**src/rtl/txring_pkg.sv**
```systemverilog
package txring_pkg;

  // control/status halfword bits, MSB-first numbering mapped to [15:0]
  localparam int ST_READY = 15;  // bit 0
  localparam int ST_RSVD  = 14;  // bit 1
  localparam int ST_WRAP  = 13;  // bit 2
  localparam int ST_INTR  = 12;  // bit 3
  localparam logic [15:0] ST_KEEP_MASK = 16'h3FF8;

  localparam int DESC_BYTES = 8;
  localparam int LEN_W      = 16;
  localparam int ERR_W      = 3;

  typedef enum logic [3:0] {
    S_START, S_FETCH0, S_FETCH1, S_FETCH2, S_IDLE,
    S_BUFRD, S_BUFLD, S_STREAM, S_DONEWAIT, S_WB, S_NEXT
  } ringState_e;

  typedef enum logic [1:0] {
    A_DESC0, A_DESC1, A_BUF
  } addrSel_e;

  typedef struct packed {
    logic     loadBase;
    logic     loadWord0;
    logic     loadWord1;
    logic     loadBufWord;
    logic     advByte;
    logic     capFlags;
    logic     advPtr;
    addrSel_e addrSel;
  } dpCtrl_s;

endpackage

```
**src/rtl/txring_dp.sv**
```systemverilog
module txring_dp
  import txring_pkg::*;
#(
  parameter int ADDR_W = 16,
  localparam int BA_W = ADDR_W + 2
) (
  input  logic              clk,
  input  logic              rstN,
  input  dpCtrl_s           ctl,
  input  logic [BA_W-1:0]   tableBase,
  input  logic [31:0]       memRdata,
  input  logic [ERR_W-1:0]  xferErr,
  output logic [ADDR_W-1:0] memAddr,
  output logic [31:0]       memWdata,
  output logic [7:0]        txData,
  output logic              stReady,
  output logic              stInt,
  output logic              lenZero,
  output logic              lastByte,
  output logic              wordEnd,
  output logic              errAny
);

  logic [BA_W-1:0]  descPtr;
  logic [BA_W-1:0]  bytePtr;
  logic [15:0]      status;
  logic [LEN_W-1:0] remLen;
  logic [31:0]      wordReg;
  logic [ERR_W-1:0] errFlags;
  logic [BA_W-1:0]  descWord1;
  logic [15:0]      wbStatus;

  always_ff @(posedge clk) begin
    if (!rstN) begin
      descPtr  <= '0;
      bytePtr  <= '0;
      status   <= '0;
      remLen   <= '0;
      wordReg  <= '0;
      errFlags <= '0;
    end else begin
      if (ctl.loadBase) descPtr <= tableBase;
      else if (ctl.advPtr) begin
        if (status[ST_WRAP]) descPtr <= tableBase;
        else                 descPtr <= descPtr + BA_W'(DESC_BYTES);
      end
      if (ctl.loadWord0) begin
        status   <= memRdata[31:16];
        remLen   <= memRdata[15:0];
        errFlags <= '0;
      end else if (ctl.advByte) begin
        remLen <= remLen - 1'b1;
      end
      if (ctl.loadWord1)     bytePtr <= memRdata[BA_W-1:0];
      else if (ctl.advByte)  bytePtr <= bytePtr + 1'b1;
      if (ctl.loadBufWord)   wordReg <= memRdata;
      if (ctl.capFlags)      errFlags <= xferErr;
    end
  end

  assign descWord1 = descPtr + BA_W'(4);

  always_comb begin
    unique case (ctl.addrSel)
      A_DESC1: memAddr = descWord1[BA_W-1:2];
      A_BUF:   memAddr = bytePtr[BA_W-1:2];
      default: memAddr = descPtr[BA_W-1:2];
    endcase
  end

  always_comb begin
    unique case (bytePtr[1:0])
      2'd0: txData = wordReg[31:24];
      2'd1: txData = wordReg[23:16];
      2'd2: txData = wordReg[15:8];
      default: txData = wordReg[7:0];
    endcase
  end

  assign wbStatus = (status & ST_KEEP_MASK) | {{(16-ERR_W){1'b0}}, errFlags};
  assign memWdata = {wbStatus, 16'h0000};

  assign stReady  = status[ST_READY];
  assign stInt    = status[ST_INTR];
  assign lenZero  = (remLen == '0);
  assign lastByte = (remLen == LEN_W'(1));
  assign wordEnd  = (bytePtr[1:0] == 2'b11);
  assign errAny   = |errFlags;


  byte_count_dec_chk: assert property (@(posedge clk) disable iff (!rstN)
    ctl.advByte |=> remLen == $past(remLen) - 1'b1);


  wb_status_chk: assert property (@(posedge clk) disable iff (!rstN)
    !memWdata[31] && !memWdata[30]);

endmodule

```
**src/rtl/txring_ctl.sv**
```systemverilog
module txring_ctl
  import txring_pkg::*;
(
  input  logic    clk,
  input  logic    rstN,
  input  logic    txDemand,
  input  logic    txReady,
  input  logic    xferDone,
  input  logic    stReady,
  input  logic    stInt,
  input  logic    lenZero,
  input  logic    lastByte,
  input  logic    wordEnd,
  input  logic    errAny,
  output dpCtrl_s ctl,
  output logic    memRe,
  output logic    memWe,
  output logic    txValid,
  output logic    txEvent,
  output logic    errEvent
);

  ringState_e state, nextState;

  always_ff @(posedge clk) begin
    if (!rstN) state <= S_START;
    else       state <= nextState;
  end

  always_comb begin
    nextState   = state;
    ctl         = '0;
    ctl.addrSel = A_DESC0;
    memRe       = 1'b0;
    memWe       = 1'b0;
    txValid     = 1'b0;
    txEvent     = 1'b0;
    errEvent    = 1'b0;
    unique case (state)
      S_START: begin
        ctl.loadBase = 1'b1;
        nextState    = S_FETCH0;
      end
      S_FETCH0: begin
        memRe     = 1'b1;
        nextState = S_FETCH1;
      end
      S_FETCH1: begin
        memRe         = 1'b1;
        ctl.addrSel   = A_DESC1;
        ctl.loadWord0 = 1'b1;
        nextState     = S_FETCH2;
      end
      S_FETCH2: begin
        ctl.loadWord1 = 1'b1;
        if (!stReady)     nextState = S_IDLE;
        else if (lenZero) nextState = S_WB;
        else              nextState = S_BUFRD;
      end
      S_IDLE: begin
        if (txDemand) nextState = S_FETCH0;
      end
      S_BUFRD: begin
        memRe       = 1'b1;
        ctl.addrSel = A_BUF;
        if (xferDone) begin
          ctl.capFlags = 1'b1;
          nextState    = S_WB;
        end else begin
          nextState = S_BUFLD;
        end
      end
      S_BUFLD: begin
        ctl.loadBufWord = 1'b1;
        if (xferDone) begin
          ctl.capFlags = 1'b1;
          nextState    = S_WB;
        end else begin
          nextState = S_STREAM;
        end
      end
      S_STREAM: begin
        if (xferDone) begin
          ctl.capFlags = 1'b1;
          nextState    = S_WB;
        end else begin
          txValid = 1'b1;
          if (txReady) begin
            ctl.advByte = 1'b1;
            if (lastByte)     nextState = S_DONEWAIT;
            else if (wordEnd) nextState = S_BUFRD;
          end
        end
      end
      S_DONEWAIT: begin
        if (xferDone) begin
          ctl.capFlags = 1'b1;
          nextState    = S_WB;
        end
      end
      S_WB: begin
        memWe     = 1'b1;
        nextState = S_NEXT;
      end
      S_NEXT: begin
        ctl.advPtr = 1'b1;
        errEvent   = errAny;
        txEvent    = stInt && !errAny;
        nextState  = S_FETCH0;
      end
      default: nextState = S_START;
    endcase
  end


  idle_quiet_chk: assert property (@(posedge clk) disable iff (!rstN)
    (state == S_IDLE) |-> (!memRe && !memWe && !txValid));


  zero_len_chk: assert property (@(posedge clk) disable iff (!rstN)
    (state == S_FETCH2 && stReady && lenZero) |=> memWe);


  wait_done_chk: assert property (@(posedge clk) disable iff (!rstN)
    (state == S_DONEWAIT && !xferDone) |=> !memWe);

endmodule

```
**src/rtl/txring_engine.sv**
```systemverilog
module txring_engine
  import txring_pkg::*;
#(
  parameter int ADDR_W = 16,
  localparam int BA_W = ADDR_W + 2
) (
  input  logic              clk,
  input  logic              rstN,
  input  logic [BA_W-1:0]   tableBase,
  input  logic              txDemand,
  output logic              memRe,
  output logic              memWe,
  output logic [ADDR_W-1:0] memAddr,
  output logic [3:0]        memBe,
  output logic [31:0]       memWdata,
  input  logic [31:0]       memRdata,
  output logic [7:0]        txData,
  output logic              txValid,
  input  logic              txReady,
  input  logic              xferDone,
  input  logic [2:0]        xferErr,
  output logic              txEvent,
  output logic              errEvent
);

  dpCtrl_s ctl;
  logic stReady, stInt, lenZero, lastByte, wordEnd, errAny;

  txring_ctl ctl_i (
    .clk(clk), .rstN(rstN), .txDemand(txDemand), .txReady(txReady),
    .xferDone(xferDone), .stReady(stReady), .stInt(stInt),
    .lenZero(lenZero), .lastByte(lastByte), .wordEnd(wordEnd),
    .errAny(errAny), .ctl(ctl), .memRe(memRe), .memWe(memWe),
    .txValid(txValid), .txEvent(txEvent), .errEvent(errEvent)
  );

  txring_dp #(.ADDR_W(ADDR_W)) dp_i (
    .clk(clk), .rstN(rstN), .ctl(ctl), .tableBase(tableBase),
    .memRdata(memRdata), .xferErr(xferErr), .memAddr(memAddr),
    .memWdata(memWdata), .txData(txData), .stReady(stReady),
    .stInt(stInt), .lenZero(lenZero), .lastByte(lastByte),
    .wordEnd(wordEnd), .errAny(errAny)
  );

  assign memBe = memWe ? 4'b1100 : 4'b0000;

  mem_excl_chk: assert property (@(posedge clk) disable iff (!rstN)
    !(memRe && memWe));


  tx_hold_chk: assert property (@(posedge clk) disable iff (!rstN)
    (txValid && !txReady) |=> (xferDone || (txValid && $stable(txData))));


  event_excl_chk: assert property (@(posedge clk) disable iff (!rstN)
    !(txEvent && errEvent));


  event_after_wb_chk: assert property (@(posedge clk) disable iff (!rstN)
    (txEvent || errEvent) |-> $past(memWe));

endmodule

```
**config.mk**
```make
export PLATFORM = sky130hd
export DESIGN_NAME = txring_engine
export DESIGN_NICKNAME = d
export VERILOG_FILES = /design/src/rtl/txring_pkg.sv /design/src/rtl/txring_dp.sv /design/src/rtl/txring_ctl.sv /design/src/rtl/txring_engine.sv
export SDC_FILE = /design/constraint.sdc
export NUM_CORES = 1
export LEC_CHECK = 0
export CELL_PAD_IN_SITES_DETAIL_PLACEMENT = 0
export CELL_PAD_IN_SITES_GLOBAL_PLACEMENT = 1
export CORE_ASPECT_RATIO = 1.1
export CORE_MARGIN = 3
export CORE_UTILIZATION = 40
export DETAILED_ROUTE_END_ITERATION = 8
export MAX_ROUTING_LAYER = met4
export PLACE_DENSITY = 0.88
export SLEW_MARGIN = 10
export SYNTH_ARGS = -nofsm -noshare
export SYNTH_HDL_FRONTEND = slang
export SYNTH_SLANG_ARGS = --single-unit
```
**constraint.sdc**
```tcl
create_clock -name clk -period 7.1 [get_ports clk]
set_input_delay 0.71 -clock clk [delete_from_list [all_inputs] [get_ports clk]]
set_output_delay 0.71 -clock clk [all_outputs]
set_load 0.02 [all_outputs]
```
==> qor.yml <==
yosysWarnings: 0
cts_root_buf: "clkbuf_16"
cts_resized: 0
grt_pass1_wl_um: 30500
yosys-top-cells-count: "nand2_1, dfxtp_1, a21oi_1"
drtIter0Drc: 713
tightest_slew_ps: 929
hold_path.class: "reg2reg"
fillers: 1409
synth-simple-area-share_pct: 24.2
fp.dieH_um: 133
yosys_register_bits: 101
crit_type: "reg2out"
fin_area_um2: 7110
synth_top_family_by_area: "compound AO/OA/AOI/OAI gates"
vias: 6101
maxSlewHeadroom_pct: 37.6
min_to: "dp_i.wordReg[18]"
required_ps: 6390
hold_viol: 0
drv_cap: 0
routed_via_density: 5.87
yosys-top-cells-area: "dfxtp_1, a21oi_1, nand2_1"
fmax_mhz: 221
antenna_left: 0
grt_pass1_vias: 5748
synth_xor_area_share_pct: 1.20
numCtsBuffers: 9
clk_latency_ps: 350
fin_skew_ps: 5.79
die_area_um2: 16000
synth_cell_type_count: 65
post-synth-top-count-cell: "nand2_1"
synth_top_area_share_pct: 34.7
power_density_nw_per_um2: 212
drive_above_1_share_pct: 4.47
grt_max_degree: 83
top_level_ports: 123
drc: 0
cp_max_fo: 21
cp_slowest_cell: "clkdlybuf4s50_1"
clock_sink_count: 101
cts_max_level: 3
outcome: "completed"
path_cells: "nor2_1 > nand3_1 > inv_1 > ha_1 > nand4_1 > nor4_1 > a21oi_1 > o21ai_0 > clkdlybuf4s50_1"
die_width_um: 121
reg2reg_slack_ps: 4230
path_buf_inv: 2
setup_viol: 0
cts_max_path_buffers: 2
overflow: 0
cts_tree: "yes"
dp.cells: 1023
vdd.ir_drop.worst_uv: 161
antenna_found_initial: 0
leakagePower_nw: 2.36
worstHoldPathCells: 2
cp.arrival_ps: 3820
rsz0062_at_grt: "no"
min-delay-start: "dp_i.wordReg[18]"
diodes: 0
syn_area_um2: 5820
cts_hold_buf: 0
placed_cell_area_um2: 6790
path_clk_slew_ps: 80
reg2reg_to: "dp_i.remLen[12]"
routed_wl_um: 19200
post_drt_wl_per_cell_um: 18.5
yosys.area_share.adder_pct: 2.58
fin_crit_sh_pct: 63.8
stdcell_count: 1039
start_util_pct: 41.5
max_stage_delay_ps: 660
maxSlewViolCount: 0
start_kind: "flop"
post-cts-setup-buffers: 0
dpl.hpwl_um: 13500
r2r_cells: 5
cp-end-kind: "primary output"
synthArstFlopShare_pct: 0
synth_compound_area_share_pct: 26.5
critical_path.top_delay_family: "simple AND/OR/NAND/NOR gates"
setup_tns_ps: 0
fin_nets: 916
synth_flop_cell: "dfxtp_1"
areaGrowthSynthToFinish_pct: 22.2
gp_congestion: 0.881
use_met3_pct: 4.23
seq_area_frac_synth_pct: 34.7
use_met2_pct: 39.9
layout_min_cycle_time_ps: 4530
rows: 45
firstDrtPassIters: 6
port_buffers: 100
synth_area_leader_cell: "dfxtp_1"
seq_area_um2: 2020
placeableCoreArea_um2: 14000
syn_avg_cell_area_um2: 7.37
multi_input_area_um2: 3370
r2r_start: "ctl_i.state[1]"
globalRouteMet1Util_pct: 31.1
synth_edf_count: 0
synthCells: 790
synthMuxAreaShare_pct: 2.11
track_usage_pct: 24.1
grt-busiest-layer: "met2"
flip-flops by register name, summed over array words and instances (netlist names):
name           flops
dp_i.remLen       16
dp_i.wordReg      32
dp_i.descPtr      16
dp_i.status       12
ctl_i.state        4
dp_i.errFlags      3
dp_i.bytePtr      18
cells in the final DEF (no fill, tap or decap), drive strengths merged, types with 3 or more instances in the layout:
cell type,n
a222oi,8
nand2,132
o21ai,54
conb,20
dfxtp,101
or2,4
nor3,24
or4,4
nor4,7
and3,10
o22ai,3
a211oi,6
buf,7
clkbuf,9
nand3,26
nand4,14
a221oi,5
inv,31
o21a,6
xor2,7
clkdlybuf4s50,100
clkinv,4
a2bb2oi,4
a31oi,18
a32oi,8
a22oi,7
mux2i,10
or3,5
a21oi,99
nand2b,3
nor2,47
o311ai,6
o211ai,8
ha,12
nand4b,4
power breakdown:
group | switching [mW] | leakage [nW] | internal, mW
logic | 0.188 | 1.38 | 0.129
registers | 0.0522 | 0.820 | 0.598
clock network | 0.254 | 0.160 | 0.287
total | 0.494 | 2.36 | 1.01
worst max-delay path by stage:
stage / start / end / slack (ps) / depth (start not counted)
finish: ctl_i.state[2] / memAddr[12] / 2570 / 9
global route: ctl_i.state[2] / memAddr[12] / 2270 / 9
CTS: ctl_i.state[2] / memAddr[12] / 2640 / 9
detailed placement: ctl_i.state[2] / memAddr[12] / 3060 / 9
global placement: ctl_i.state[2] / memAddr[12] / 3080 / 9
floorplan: ctl_i.state[0] / memAddr[0] / 3420 / 12
through the flow:
step                worst slack [ps]  total power [mW]  util (%)  hold WS (ps)
CTS                             2640              1.51      50.7           462
global route                    2270              1.58      50.7           481
global placement                3080             0.968      48.4           443
floorplan                       3420             0.849         -           436
detailed placement              3060             0.975      48.4           449
finish                          2570              1.51      50.7           461
worst reg2reg max path: stages, from the launching register on:
cell     delay, ps
dfxtp_1        740
and4b_1        350
nand3_1        460
or4b_4         730
or3_1          330
a31oi_1        180
logic make-up after synthesis:
| kind of cell | count (synthesis) |
|---|---|
| AO/OA/AOI/OAI | 250 |
| XOR/XNOR | 8 |
| adder cells (fa/ha/maj) | 12 |
| buffers and inverters | 110 |
| flip-flops | 101 |
| multiplexers | 12 |
| other | 1 |
| AND/OR/NAND/NOR | 296 |
area by class of cell:
cell class	instances	share of cell area [%]
Clock inverter	7	1.44
Multi-Input combinational cell	598	47.3
Timing Repair Buffer	107	14.8
Tap cell	188	3.31
Sequential cell	101	28.4
Clock buffer	9	3.17
Inverter	29	1.53
metal layers:
| layer | part of all wire (%) | up-vias | routed length (um) |
|---|---|---|---|
| met5 | 0 | - | 0 |
| met4 | 1.3 | 0 | 251 |
| met3 | 6.8 | 21 | 1300 |
| met2 | 50 | 244 | 9650 |
| met1 | 42 | 2902 | 7980 |
| li1 | - | 2934 | - |
Note: power is estimated with default switching activity, not from simulation.
